--- src/rtl/lcc_pkg.sv ---
package lcc_pkg;
    localparam int FLAG_W = 5;
    localparam int FX = 4;
    localparam int FN = 3;
    localparam int FZ = 2;
    localparam int FV = 1;
    localparam int FC = 0;

    localparam logic [2:0] TAG_FLAGS = 3'd0;
    localparam logic [2:0] TAG_ADD   = 3'd1;
    localparam logic [2:0] TAG_SUB   = 3'd2;
    localparam logic [2:0] TAG_CMP   = 3'd3;
    localparam logic [2:0] TAG_LOGIC = 3'd4;

    localparam logic [1:0] SZ_BYTE = 2'd0;
    localparam logic [1:0] SZ_WORD = 2'd1;
    localparam logic [1:0] SZ_LONG = 2'd2;
endpackage

--- src/rtl/lcc_explicit.sv ---
module lcc_explicit
    import lcc_pkg::*;
#(
    parameter int DW = 32
) (
    input  logic [FLAG_W-1:0] flags_i,
    output logic              x_o,
    output logic              c_o,
    output logic [DW-1:0]     n_o,
    output logic [DW-1:0]     z_o,
    output logic [DW-1:0]     v_o
);
    localparam logic [DW-1:0] ONE = {{(DW-1){1'b0}}, 1'b1};

    always_comb begin
        x_o = flags_i[FX];
        c_o = flags_i[FC];
        n_o = flags_i[FN] ? '1 : '0;
        // zero in the slot means the Z flag is set
        z_o = flags_i[FZ] ? '0 : ONE;
        v_o = flags_i[FV] ? '1 : '0;
    end
endmodule

--- src/rtl/lcc_eval.sv ---
module lcc_eval
    import lcc_pkg::*;
#(
    parameter int DW = 32
) (
    input  logic [2:0]        tag_i,
    input  logic [1:0]        size_i,
    input  logic              x_i,
    input  logic              c_i,
    input  logic [DW-1:0]     n_i,
    input  logic [DW-1:0]     z_i,
    input  logic [DW-1:0]     v_i,
    output logic [FLAG_W-1:0] flags_o,
    output logic              bad_o
);
    function automatic logic [DW-1:0] sext(input logic [DW-1:0] val, input logic [1:0] sz);
        case (sz)
            SZ_BYTE: sext = {{(DW-8){val[7]}}, val[7:0]};
            SZ_WORD: sext = {{(DW-16){val[15]}}, val[15:0]};
            default: sext = val;
        endcase
    endfunction

    logic [DW-1:0] src1, src2, res, nv, zv, vv;
    logic          cb;

    always_comb begin
        src1  = '0;
        src2  = '0;
        res   = '0;
        nv    = n_i;
        zv    = z_i;
        vv    = v_i;
        cb    = c_i;
        bad_o = 1'b0;
        case (tag_i)
            TAG_FLAGS: ;
            TAG_ADD: begin
                bad_o = (size_i == 2'd3);
                res   = n_i;
                src2  = v_i;
                src1  = sext(res - src2, size_i);
                nv    = res;
                zv    = res;
                vv    = (res ^ src1) & ~(src1 ^ src2);
                cb    = x_i;
            end
            TAG_SUB: begin
                bad_o = (size_i == 2'd3);
                res   = n_i;
                src2  = v_i;
                src1  = sext(res + src2, size_i);
                nv    = res;
                zv    = res;
                vv    = (res ^ src1) & (src1 ^ src2);
                cb    = x_i;
            end
            TAG_CMP: begin
                bad_o = (size_i == 2'd3);
                src1  = n_i;
                src2  = v_i;
                res   = sext(src1 - src2, size_i);
                nv    = res;
                zv    = res;
                vv    = (res ^ src1) & (src1 ^ src2);
                cb    = (src1 < src2);
            end
            TAG_LOGIC: begin
                zv = n_i;
                vv = '0;
                cb = 1'b0;
            end
            default: bad_o = 1'b1;
        endcase
        if (bad_o) begin
            flags_o = '0;
        end else begin
            flags_o = {x_i, nv[DW-1], (zv == '0), vv[DW-1], cb};
        end
    end
endmodule

--- src/rtl/lcc_top.sv ---
module lcc_top
    import lcc_pkg::*;
#(
    parameter int DW = 32
) (
    input  logic              clk,
    input  logic              rst_n,
    input  logic              rec_valid,
    input  logic [2:0]        rec_tag,
    input  logic [1:0]        rec_size,
    input  logic              rec_x,
    input  logic [DW-1:0]     rec_a,
    input  logic [DW-1:0]     rec_b,
    input  logic              flag_we,
    input  logic [FLAG_W-1:0] flag_in,
    input  logic              flush,
    input  logic              rd_req,
    output logic [FLAG_W-1:0] flags_o,
    output logic              flags_vld_o,
    output logic              err_o
);
    localparam int NCVT = 2;  // 0: direct write, 1: flush rewrite

    typedef struct packed {
        logic [2:0]        tag;
        logic [1:0]        size;
        logic              x;
        logic              c;
        logic [DW-1:0]     n;
        logic [DW-1:0]     z;
        logic [DW-1:0]     v;
        logic [FLAG_W-1:0] flags;
        logic              vld;
        logic              err;
    } state_t;

    state_t st_d, st_q;

    logic [FLAG_W-1:0] ev_flags;
    logic              ev_bad;

    lcc_eval #(.DW(DW)) eval_i (
        .tag_i   (st_q.tag),
        .size_i  (st_q.size),
        .x_i     (st_q.x),
        .c_i     (st_q.c),
        .n_i     (st_q.n),
        .z_i     (st_q.z),
        .v_i     (st_q.v),
        .flags_o (ev_flags),
        .bad_o   (ev_bad)
    );

    logic [FLAG_W-1:0] cv_in [NCVT];
    logic              cv_x  [NCVT];
    logic              cv_c  [NCVT];
    logic [DW-1:0]     cv_n  [NCVT];
    logic [DW-1:0]     cv_z  [NCVT];
    logic [DW-1:0]     cv_v  [NCVT];

    assign cv_in[0] = flag_in;
    assign cv_in[1] = ev_flags;

    for (genvar g = 0; g < NCVT; g++) begin : g_cvt
        lcc_explicit #(.DW(DW)) cvt_i (
            .flags_i (cv_in[g]),
            .x_o     (cv_x[g]),
            .c_o     (cv_c[g]),
            .n_o     (cv_n[g]),
            .z_o     (cv_z[g]),
            .v_o     (cv_v[g])
        );
    end

    always_comb begin
        st_d     = st_q;
        st_d.vld = rd_req | flush;
        if (rd_req || flush) begin
            st_d.flags = ev_flags;
            st_d.err   = ev_bad;
        end
        if (rec_valid) begin
            st_d.tag  = rec_tag;
            st_d.size = rec_size;
            st_d.x    = rec_x;
            st_d.c    = rec_x;
            st_d.n    = rec_a;
            st_d.z    = rec_a;
            st_d.v    = rec_b;
        end else if (flag_we) begin
            st_d.tag  = TAG_FLAGS;
            st_d.size = SZ_LONG;
            st_d.x    = cv_x[0];
            st_d.c    = cv_c[0];
            st_d.n    = cv_n[0];
            st_d.z    = cv_z[0];
            st_d.v    = cv_v[0];
        end else if (flush && !ev_bad) begin
            st_d.tag  = TAG_FLAGS;
            st_d.size = SZ_LONG;
            st_d.x    = cv_x[1];
            st_d.c    = cv_c[1];
            st_d.n    = cv_n[1];
            st_d.z    = cv_z[1];
            st_d.v    = cv_v[1];
        end
    end

    always_ff @(posedge clk) begin
        if (!rst_n) begin
            st_q      <= '0;
            st_q.tag  <= TAG_FLAGS;
            st_q.size <= SZ_LONG;
            st_q.z    <= {{(DW-1){1'b0}}, 1'b1};
        end else begin
            st_q <= st_d;
        end
    end

    assign flags_o     = st_q.flags;
    assign flags_vld_o = st_q.vld;
    assign err_o       = st_q.err;
endmodule

--- config.mk ---
export PLATFORM = sky130hd
export DESIGN_NAME = lcc_top
export DESIGN_NICKNAME = d
export VERILOG_FILES = /design/src/rtl/lcc_pkg.sv /design/src/rtl/lcc_explicit.sv /design/src/rtl/lcc_eval.sv /design/src/rtl/lcc_top.sv
export SDC_FILE = /design/constraint.sdc
export NUM_CORES = 1
export LEC_CHECK = 0
export ABC_AREA = 1
export BUFFER_PORTS_ARGS = -buffer_cell sky130_fd_sc_hd__buf_4
export CAP_MARGIN = 5
export CORE_MARGIN = 3
export CORE_UTILIZATION = 45
export CTS_BUF_LIST = sky130_fd_sc_hd__clkbuf_2
export DETAILED_ROUTE_END_ITERATION = 7
export PLACE_DENSITY = 0.72
export SYNTH_ARGS = -nofsm -noshare
export SYNTH_HDL_FRONTEND = slang
export SYNTH_SLANG_ARGS = --single-unit
--- constraint.sdc ---
create_clock -name clk -period 7.79 [get_ports clk]
set_input_delay 1.1685 -clock clk [delete_from_list [all_inputs] [get_ports clk]]
set_output_delay 1.1685 -clock clk [all_outputs]
set_load 0.02 [all_outputs]
==> Word level (Yosys, flattened, before mapping) <==
Cells that the tools add are included.
{ "classes": {"n_addsub": 2, "n_lt_le_gt_ge": 1, "eq_ne": 6, "mux": 20, "n_bitwise": 11, "n_reduce_logical": 11} }
{ "op_table": {"columns": ["cell", "count"], "rows": [
  ["2-to-1 mux 103 bit", 3],
  ["2-to-1 mux 32 bit", 8],
  ["case mux 32 bit (2 select lines)", 3],
  ["bitwise XOR 32 bit", 6],
  ["case mux 32 bit (4 select lines)", 1],
  ["bitwise AND 32 bit", 3],
  ["adder 32 bit", 1],
  ["logical NOT 32 bit", 1],
  ["< comparator 32 bit", 1],
  ["inverter 32 bit", 1],
  ["subtractor 32 bit", 1],
  ["equality test 3 x 2 -> 1 bit (second input constant)", 2],
  ["OR reduction 3 bit", 2],
  ["2-to-1 mux 5 bit", 1],
  ["OR reduction 2 bit", 2],
  ["equality test 3 x 1 -> 1 bit (second input constant)", 1],
  ["equality test 3 bit (second input constant)", 1],
  ["logical NOT 3 bit", 1],
  ["case mux 1 bit (3 select lines)", 1],
  ["nonzero test 3 bit", 1],
  ["equality test 2 x 1 -> 1 bit (second input constant)", 1],
  ["equality test 2 bit (second input constant)", 1],
  ["logical NOT 2 bit", 1],
  ["2-to-1 mux 1 bit", 2],
  ["5 further kinds", 5]
]} }
{ "word_totals": {"ff_bits": 110, "in_bits": 81, "output_inout_bits": 7, "elab_cells": 61} }

==> Logic depth before layout (Yosys ltp) <==
Gate-level depths: netlist of run 1.
{ "depth": {"depth_word": 12, "ltp_mapped": 25, "depth_no_buf": 25} }

==> Cells and area by module <==
A second synthesis of run 1 with hierarchy kept.
{ "unflattened": {"cells_unflattened": 2134, "area_unflattened_um2": 11828.8} }
{ "modules_own_cells": {"columns": ["module", "n_inst", "cells_per_inst", "area_per_inst_um2", "seq_area_each_um2"], "rows": [
  ["lcc_top", 1, 1174, 6486.2, 2202.1],
  ["lcc_eval", 1, 762, 3871.2, 0.0],
  ["lcc_explicit", 2, 99, 735.7, 0.0]
]} }

==> Worst setup path after synthesis of run 1 <==
No wires, ideal clock.
{ "synth_timing": {"path_type": "in2reg", "start": "input port rec_valid", "end": "register st_q[100] (netlist bit)", "setup_ns": 0.134, "t_arrival_ns": 2.416, "t_required_ns": 7.656, "path_slack_ns": 5.240, "stages": 6, "path_buffers": 3, "cell_sequence": "clkbuf_1 > inv_1 > nand3_1 > clkbuf_1 > clkbuf_1 > a31oi_1"} }
{ "synth_via": {"elab_chain_len": 1, "elab_cells_between_ends": 2, "cone_classes": "1 x mux; 1 x reduce/logical"} }
{ "synth_rtl": {"columns": ["item", "line_no", "text"], "rows": [
  ["from (decl)", "lcc_top.sv:8", "input logic rec_valid,"],
  ["nonzero test 3 bit (no line) / 2-to-1 mux 103 bit (equally long branches)", null, null],
  ["to (signal assigned)", "lcc_top.sv:116", "st_q <= st_d;"],
  ["to (decl)", "lcc_top.sv:37", "state_t st_d, st_q;"]
]} }
Several ways; a longest one is shown, not always the timed one.
A chain may end at the register's enable or synchronous reset.

==> Worst setup path in the final report of run 1 <==
{ "layout_timing": {"start": "register st_q[27] (netlist bit)", "end": "register st_q[17] (netlist bit)"} }
{ "layout_via": {"elab_chain_len": 12, "elab_cells_between_ends": 22, "cone_classes": "2 x add/sub; 11 x mux; 9 x bitwise"} }
{ "layout_rtl": {"columns": ["item", "line_no", "text"], "rows": [
  ["subtractor 32 bit", "lcc_eval.sv:42, lcc_eval.sv:62", null],
  ["case mux 32 bit (2 select lines)", "lcc_eval.sv:17", "case (sz)"],
  ["2-to-1 mux 32 bit", "lcc_eval.sv:36", "case (tag_i)"],
  ["bitwise XOR 32 bit", "lcc_eval.sv:45", "vv = (res ^ src1) & ~(src1 ^ src2);"],
  ["inverter 32 bit", "lcc_eval.sv:45", null],
  ["bitwise AND 32 bit", "lcc_eval.sv:45", null],
  ["case mux 32 bit (4 select lines) (*)", "lcc_eval.sv:36", null],
  ["2-to-1 mux 5 bit (*)", "lcc_eval.sv:75", "if (bad_o) begin"],
  ["2-to-1 mux 32 bit (*)", "lcc_explicit.sv:21", "v_o = flags_i[FV] ? '1 : '0;"],
  ["2-to-1 mux 103 bit (*)", "lcc_top.sv:98", "end else if (flush && !ev_bad) begin"],
  ["2-to-1 mux 103 bit (*)", "lcc_top.sv:90", "end else if (flag_we) begin"],
  ["2-to-1 mux 103 bit (*)", "lcc_top.sv:82", "if (rec_valid) begin"]
]} }
Every way passes the cells marked *; elsewhere a longest branch is shown, timed or not. The select of a mux whose other input is x is not followed.

==> results.yml, run 1 <==
critical_path:
  cp_slowest_cell: "nand2_4"
  endpoint_kind: "flop"
  crit_top_cell: "nand2_1"
  r2r-end: "st_q[17]"
  crit_required_ns: 8.35
  r2r-start: "st_q[27]"
  r2r_cells: 20
  crit_fanout: 32
  reg2reg_setup_slack_ns: 4.37
  critPathLaunch: "st_q[27]"
  start_kind: "flop"
  crit_chain: "inv_1 > ha_1 > nand2_1 > nand2_1 > nand2_1 > nand2_1 > a21oi_2 > inv_2 > a21oi_1 > nand2_1 > nand2_1 > nand3_4 > nand2_4 > nand2_2 > nand3_2 > nand3_2 > nand2_2 > nand2_2 > nand2_4 > a21oi_1"
  cpPeakStageDelay_ns: 0.67
  worstSetupPathType: "reg2reg"
  critPathArrivalTime_ns: 3.98
  endpoint: "st_q[17]"
global_route:
  grt_max_degree: 101
  gr-max-usage-layer: "met2"
  grt.met3_usage: 0.02069
  antenna_found_initial: 1
  grt_pass1_wl_um: 36440
  grt.met1_usage: 0.3191
  grt_util_met2: 0.3589
  grt_use_total: 0.2204
  grt_pass1_vias: 7486
  gr-total-overflow: 0
finish:
  drive_gt1_frac: 0.1395
  multiInputGateArea_um2: 5066
  n_fill_cell: 1826
  nets: 1431
  seqCellArea_um2: 2202
  synthToLayoutAreaGrowth_pct: 10.66
  fin_cells: 1516
clock_network:
  cts_sinks: 110
  cts_resized: 0
  clk_latency_ns: 0.65
  cts_hold_buf: 0
  h-tree-depth: 3
  clk_pin_slew_ns: 0.35
  tritoncts: "done"
  cts_root_buf: "clkbuf_2"
  cts_buffers: 9
  postCtsSetupRepairBufs: 0
  clock_path_buffers: 2
die:
  start_util: 0.4667
  die_h_um: 140.9
  rows: 48
  coreArea_um2: 17540
  dieArea_um2: 19840
  ios: 88
  fp.dieW_um: 140.9
synthesis:
  yosys_warnings: 0
  synth_top_area_share: 0.2691
  yosysTopAreaCell: "dfxtp_1"
  ys_types: 44
  synth-seq-cells: 110
  syn_area_per_cell_um2: 6.670
  synth_nets: 1373
  syn_area_um2: 8184
  synth_cells: 1227
  yosysSeqAreaShare: 0.2691
  yosys-top-cells-area: "dfxtp_1, nand2_1, ha_1"
worst_hold_path:
  hold_depth: 2
  hp-class: "reg2reg"
power:
  power_density_nw_per_um2: 173.1
  vdd_drop_max_uv: 107.1
  leakagePower_nw: 4.465
  power_mw: 1.568
detailed_routing:
  drt-wirelength-per-cell_um: 14.49
  drtPass1Iterations: 5
  antenna_left: 0
  vias_per_cell: 5.248
  vias: 7956
  drt_iter0_markers: 549
  drc: 0
  totalWireLength_um: 21970
sta:
  finalCritPeriodShare: 0.4388
  final_hold_viol_count: 0
  fin_skew_ns: 0.05474
  setup_violations: 0
  worst_pin_slew_ns: 0.9219
  slew_viol_final: 0
  finalCriticalPeriod_ns: 3.418
  final.setup.worst_slack_ns: 4.372
  whs_ns: 0.4809
  setup_tns_ns: 0
  rsz0062_at_grt: "false"
  max_clock_freq_ghz: 0.2926
  relSlewSlack: 0.3849
placement:
  numPortBuffers: 87
  place_congestion: 0.9369
  dp.cells: 1499
  dp_hpwl_um: 17060
  dp_slack_ns: 3.806
run:
  maxCapViolCount: 0
outcome:
  outcome: "complete, no violations"
final cells by class:
type / count / area share
Antenna cell: 1 / 0.0002763
Timing Repair Buffer: 90 / 0.07461
Clock inverter: 7 / 0.008151
Inverter: 189 / 0.07834
Tap cell: 225 / 0.03109
Sequential cell: 110 / 0.2432
Multi-Input combinational cell: 885 / 0.5594
Clock buffer: 9 / 0.004974
power by group:
group,switching (mW),leakage (nW),internal (mW),total (mW)
Combinational,0.419,3.48,0.231,0.649
Clock,0.215,0.0724,0.0537,0.268
Sequential,0.0429,0.911,0.607,0.650
Total,0.676,4.46,0.892,1.57
cell families after synthesis:
logic type / synth area share
AO/OA/AOI/OAI: 0.2203
XOR/XNOR: 0.02003
adder cells (fa/ha/maj): 0.1003
buffers and inverters: 0.1130
flip-flops: 0.2691
AND/OR/NAND/NOR: 0.2773
critical path, delay by kind of cell (launching register included):
kind / cells / cell delay (ns)
simple gates: 14 / 1.76
compound gates: 3 / 0.57
buf+inv: 2 / 0.11
flops: 1 / 0.46
fa+ha+maj: 1 / 0.42
stage by stage:
stage	util	area [um2]
after floorplan	-	8184
after global placement	0.5095	8935
after CTS	0.5163	9054
after global routing	0.5164	9056
final	0.5164	9056
after detailed placement	0.5095	8935
Yosys cell counts, drive strengths merged:
library cell / count
clkinv: 1
buf: 10
nand3: 50
inv: 188
o211ai: 3
clkbuf: 33
xor2: 15
xnor2: 2
or4: 2
nor2: 70
nor4: 16
a21boi: 1
o41a: 1
o22ai: 2
or2: 5
a221oi: 2
dfxtp: 110
fa: 1
o31ai: 1
o21ai: 84
ha: 64
nor3: 10
nand4: 11
and2: 4
a21oi: 144
a31oi: 33
o221ai: 1
o21bai: 3
nand2: 360
metal layers:
layer  up-vias  routed length, um
met2       211               9979
met4         0                241
met3        19               1055
met1      3642              10690
li1       4084                  -
met5         -                  0
registers in the layout, summed over array words and instances, names as in the netlist:
signal       cells
flags_o          5
err_o            1
flags_vld_o      1
st_q           103
how the worst min path moves through the flow:
stage	startpoint	endpoint	slack, ns
after global routing	st_q[51]	st_q[51]	0.49
after global placement	st_q[54]	st_q[54]	0.44
after detailed placement	st_q[57]	st_q[57]	0.45
after floorplan	st_q[50]	st_q[50]	0.44
final	st_q[46]	st_q[46]	0.48
after CTS	st_q[42]	st_q[42]	0.48
placed cells by master, fill, tap and decap left out, types with 4 or more instances in the layout:
| cell | synthesis | final |
|---|---|---|
| nand2_1 | 347 | 347 |
| inv_1 | 175 | 175 |
| a21oi_1 | 112 | 112 |
| dfxtp_1 | 110 | 110 |
| buf_4 | 0 | 90 |
| o21ai_0 | 81 | 81 |
| nor2_1 | 66 | 66 |
| ha_1 | 64 | 64 |
| nand3_1 | 43 | 42 |
| a31oi_1 | 33 | 33 |
| a21oi_4 | 30 | 30 |
| nor4_1 | 16 | 16 |
| inv_2 | 13 | 13 |
| xor2_1 | 13 | 13 |
| nand4_1 | 11 | 11 |
| nor3_1 | 10 | 10 |
| clkbuf_2 | 0 | 9 |
| nand2_2 | 8 | 8 |
| nand3_2 | 6 | 7 |
| nand2_4 | 5 | 5 |
| and2_1 | 4 | 4 |
Power figures use the tool's default switching activity.
==> run 2, diff against run 1 <==
Settings changed: ABC_AREA 1 to 0.
Clock period 7.79 ns to 3.57 ns, I/O delays scaled along.
==> run 2 against run 1 <==
Against the previous run:
- the run now ends with negative setup slack left
- worst setup slack got worse by 4.5 ns
- total power up 150%
- cell count shrank 12%
- utilization up 13 points
- non-clock buffer count is 198 higher
- synthesized cell count decreased by 28%
- hold slack got worse by 0.34 ns
- flip-flop and latch count unchanged
- count of clock-buffer cells in the layout is the same
- first-iteration DRC count up 62%
- clock skew is 0.011 ns lower
==> results.yml, run 2 <==
clock_network:
  cts_buffers: 9
  tritoncts: "done"
  h-tree-depth: 3
  clk_latency_ns: 0.62
  cts_root_buf: "clkbuf_2"
  clk_pin_slew_ns: 0.33
  clock_path_buffers: 2
  cts_sinks: 110
  cts_hold_buf: 0
outcome:
  outcome: "finished, violations left"
  violations: "negative setup slack"
detailed_routing:
  drt_iter0_markers: 887
  totalWireLength_um: 24750
  drc: 0
  drtPass1Iterations: 6
  drt-wirelength-per-cell_um: 18.49
  vias_per_cell: 5.913
  vias: 7912
  antenna_left: 0
critical_path:
  worstSetupPathType: "reg2reg"
  endpoint_kind: "flop"
  crit_fanout: 2
  cp_slowest_cell: "or4_4"
  start_kind: "flop"
  reg2reg_setup_slack_ns: -0.17
  crit_required_ns: 4.09
  r2r_cells: 13
  crit_family: "compound AO/OA/AOI/OAI gates"
  crit_top_cell: "or4_4"
  critPathArrivalTime_ns: 4.27
  crit_chain: "inv_2 > ha_4 > o211a_1 > a21bo_4 > a211o_4 > nand2_2 > a2111o_1 > or4_4 > or3_4 > or4_4 > o41ai_4 > a31oi_2 > o31ai_1"
  r2r-start: "st_q[9]"
  r2r-end: "flags_o[2]"
  crit_buf_inv: 1
  cpPeakStageDelay_ns: 0.51
synthesis:
  postSynth.asyncResetShare: 0
  ys_types: 69
  yosysTopAreaCell: "dfxtp_1"
  synth_compound_area_frac: 0.2972
  synth-simple-area-share: 0.1795
  synth_xor_area_frac: 0.02084
  synth_nets: 1035
  synth_common_cells: "dfxtp_1, nor2_1, a21oi_1, ha_1, inv_1"
  syn_area_um2: 7144
  synthAdderAreaFrac: 0.1149
  yosysSeqAreaShare: 0.3082
  synth-edff-count: 0
  synth_top_family_by_area: "compound AO/OA/AOI/OAI gates"
  ys.flop_type: "dfxtp_1"
  synth_top_area_share: 0.3082
  syn_area_per_cell_um2: 8.036
  yosys-top-cells-area: "dfxtp_1, ha_1, a21oi_1"
  synth_most_common_cell: "dfxtp_1"
  synthMuxAreaShare: 0.008581
  synth_cells: 889
  yosys_warnings: 0
  synth-seq-cells: 110
finish:
  layout_commonest_cell: "buf_4"
  nets: 1267
  synthToLayoutAreaGrowth_pct: 38.95
  top_register: "st_q"
  layout_common_cells: "buf_4, dfxtp_1, nor2_1"
  n_fill_cell: 1270
  drive_gt1_frac: 0.3650
  largest_reg_flops: 103
  fin_util: 0.6458
placement:
  place_congestion: 0.9137
  dp_slack_ns: -0.4367
  dp_hpwl_um: 18210
  numPortBuffers: 87
die:
  die_h_um: 132
  coreArea_um2: 15370
  dieArea_um2: 17420
  ios: 88
  start_util: 0.4648
  fp.dieW_um: 132
  rows: 45
worst_hold_path:
  hold_start: "rec_a[27]"
  holdPathEnd: "st_q[98]"
  hp-class: "in2reg"
  hold_depth: 3
power:
  vdd_drop_max_uv: 282.6
  power_density_nw_per_um2: 387.0
  comb_power_share: 0.479
  leakagePower_nw: 4.326
  p_int_mw: 2.396
  p_switching_mw: 1.446
  seqPwrFrac: 0.363
  clkPwrFrac: 0.159
  switching_share: 0.3764
sta:
  final_hold_viol_count: 0
  fin_skew_ns: 0.04377
  setup_violations: 2
  relSlewSlack: 0.4383
  setup_tns_ns: -0.2783
  finalCriticalPeriod_ns: 3.743
  slew_viol_final: 0
  max_clock_freq_ghz: 0.2672
  finalCritPeriodShare: 1.048
  worst_pin_slew_ns: 0.8398
  final.setup.worst_slack_ns: -0.1731
  rsz0062_at_grt: "true"
global_route:
  grt_use_total: 0.2638
  gr-total-overflow: 0
  antenna_found_initial: 1
  grt_max_degree: 64
  grt_pass1_vias: 7445
  grt_pass1_wl_um: 38160
run:
  maxCapViolCount: 0
-- run 2: cell count changes in the layout (fill, tap and decap cells not counted), sizes merged, moves of 29 or more --
cell,before,now
nand2,360,51
buf,90,287
inv,192,57
a21oi,144,78
o21ai,84,32
a22oi,0,35
nand3,50,16
o221ai,1,33
o22ai,2,33
nor2b,0,29
-- run 2: worst max path at each step --
| stage | startpoint | end | slack [ns] | cells past startpoint |
|---|---|---|---|---|
| after floorplan | st_q[9] | flags_o[2] | 0.05 | 13 |
| after global placement | st_q[71] | flags_o[2] | -0.32 | 14 |
| after detailed placement | st_q[71] | flags_o[2] | -0.44 | 14 |
| after CTS | st_q[9] | flags_o[2] | -0.25 | 13 |
| after global routing | st_q[31] | flags_o[2] | -0.30 | 15 |
| final | st_q[9] | flags_o[2] | -0.17 | 13 |
-- run 2: through the flow --
step                power, mW  instance area (um2)  hold WS (ns)  cells
floorplan               2.260                 7144        0.4400    889
global route            4.042                 9927        0.1155   1338
detailed placement      2.960                 9143        0.4603   1296
CTS                     3.625                 9483        0.1186   1321
global placement        2.943                 9143        0.4470   1296
finish                  3.842                 9927        0.1433   1338
-- run 2: metal layers --
layer | up-vias | GRT usage | part of all wire
met2 | 360 | 0.4076 | 0.45
met4 | 0 | 0.07118 | 0.023
met1 | 3747 | 0.3889 | 0.46
li1 | 3755 | - | -
met3 | 50 | 0.03130 | 0.071
met5 | - | 0 | 0
-- run 2: timing repair --
item / 4_1_cts / 5_1_grt
pin swaps: 23 / 31
buffers inserted: 9 / 15
endpoints found under the hold margin: 0 / 0
setup endpoints to repair: 4 / 69
gates resized for setup: 33 / 71
gates cloned: 0 / 1
-- run 2: worst min-delay path: stages --
cell and delay (ns):
buf_4 0.09, o22ai_1 0.06, nor2_1 0.07
-- run 2: cell type report --
cell class | count | area (um2) | area share
multi-input combinational | 657 | 4882 | 0.4918
sequential | 110 | 2235 | 0.2251
timing repair buffer | 288 | 2212 | 0.2228
tap | 211 | 264.0 | 0.02659
inverter | 55 | 206.4 | 0.02080
clock inverter | 7 | 80.08 | 0.008067
clock buffer | 9 | 45.04 | 0.004537
antenna | 1 | 2.502 | 0.0002521
-- run 2: cells by family (layout without fill, tap and decap cells) --
kind of cell,count (synthesis),in the layout
AOI/OAI and AO/OA,309,309
and+or+nand+nor,260,260
buffers and inverters,122,359
DFF,110,110
adders and majority gates,65,65
xor gates and xnor gates,17,17
muxes,6,6
other,0,1
-- run 2: power by group through the flow --
stage	logic (mW)	registers, mW	clock network, mW
after global placement	1.54	1.40	0
after CTS	1.63	1.39	0.611
after detailed placement	1.55	1.41	0
final	1.84	1.39	0.610
after global routing	1.98	1.41	0.658
after floorplan	0.854	1.41	0
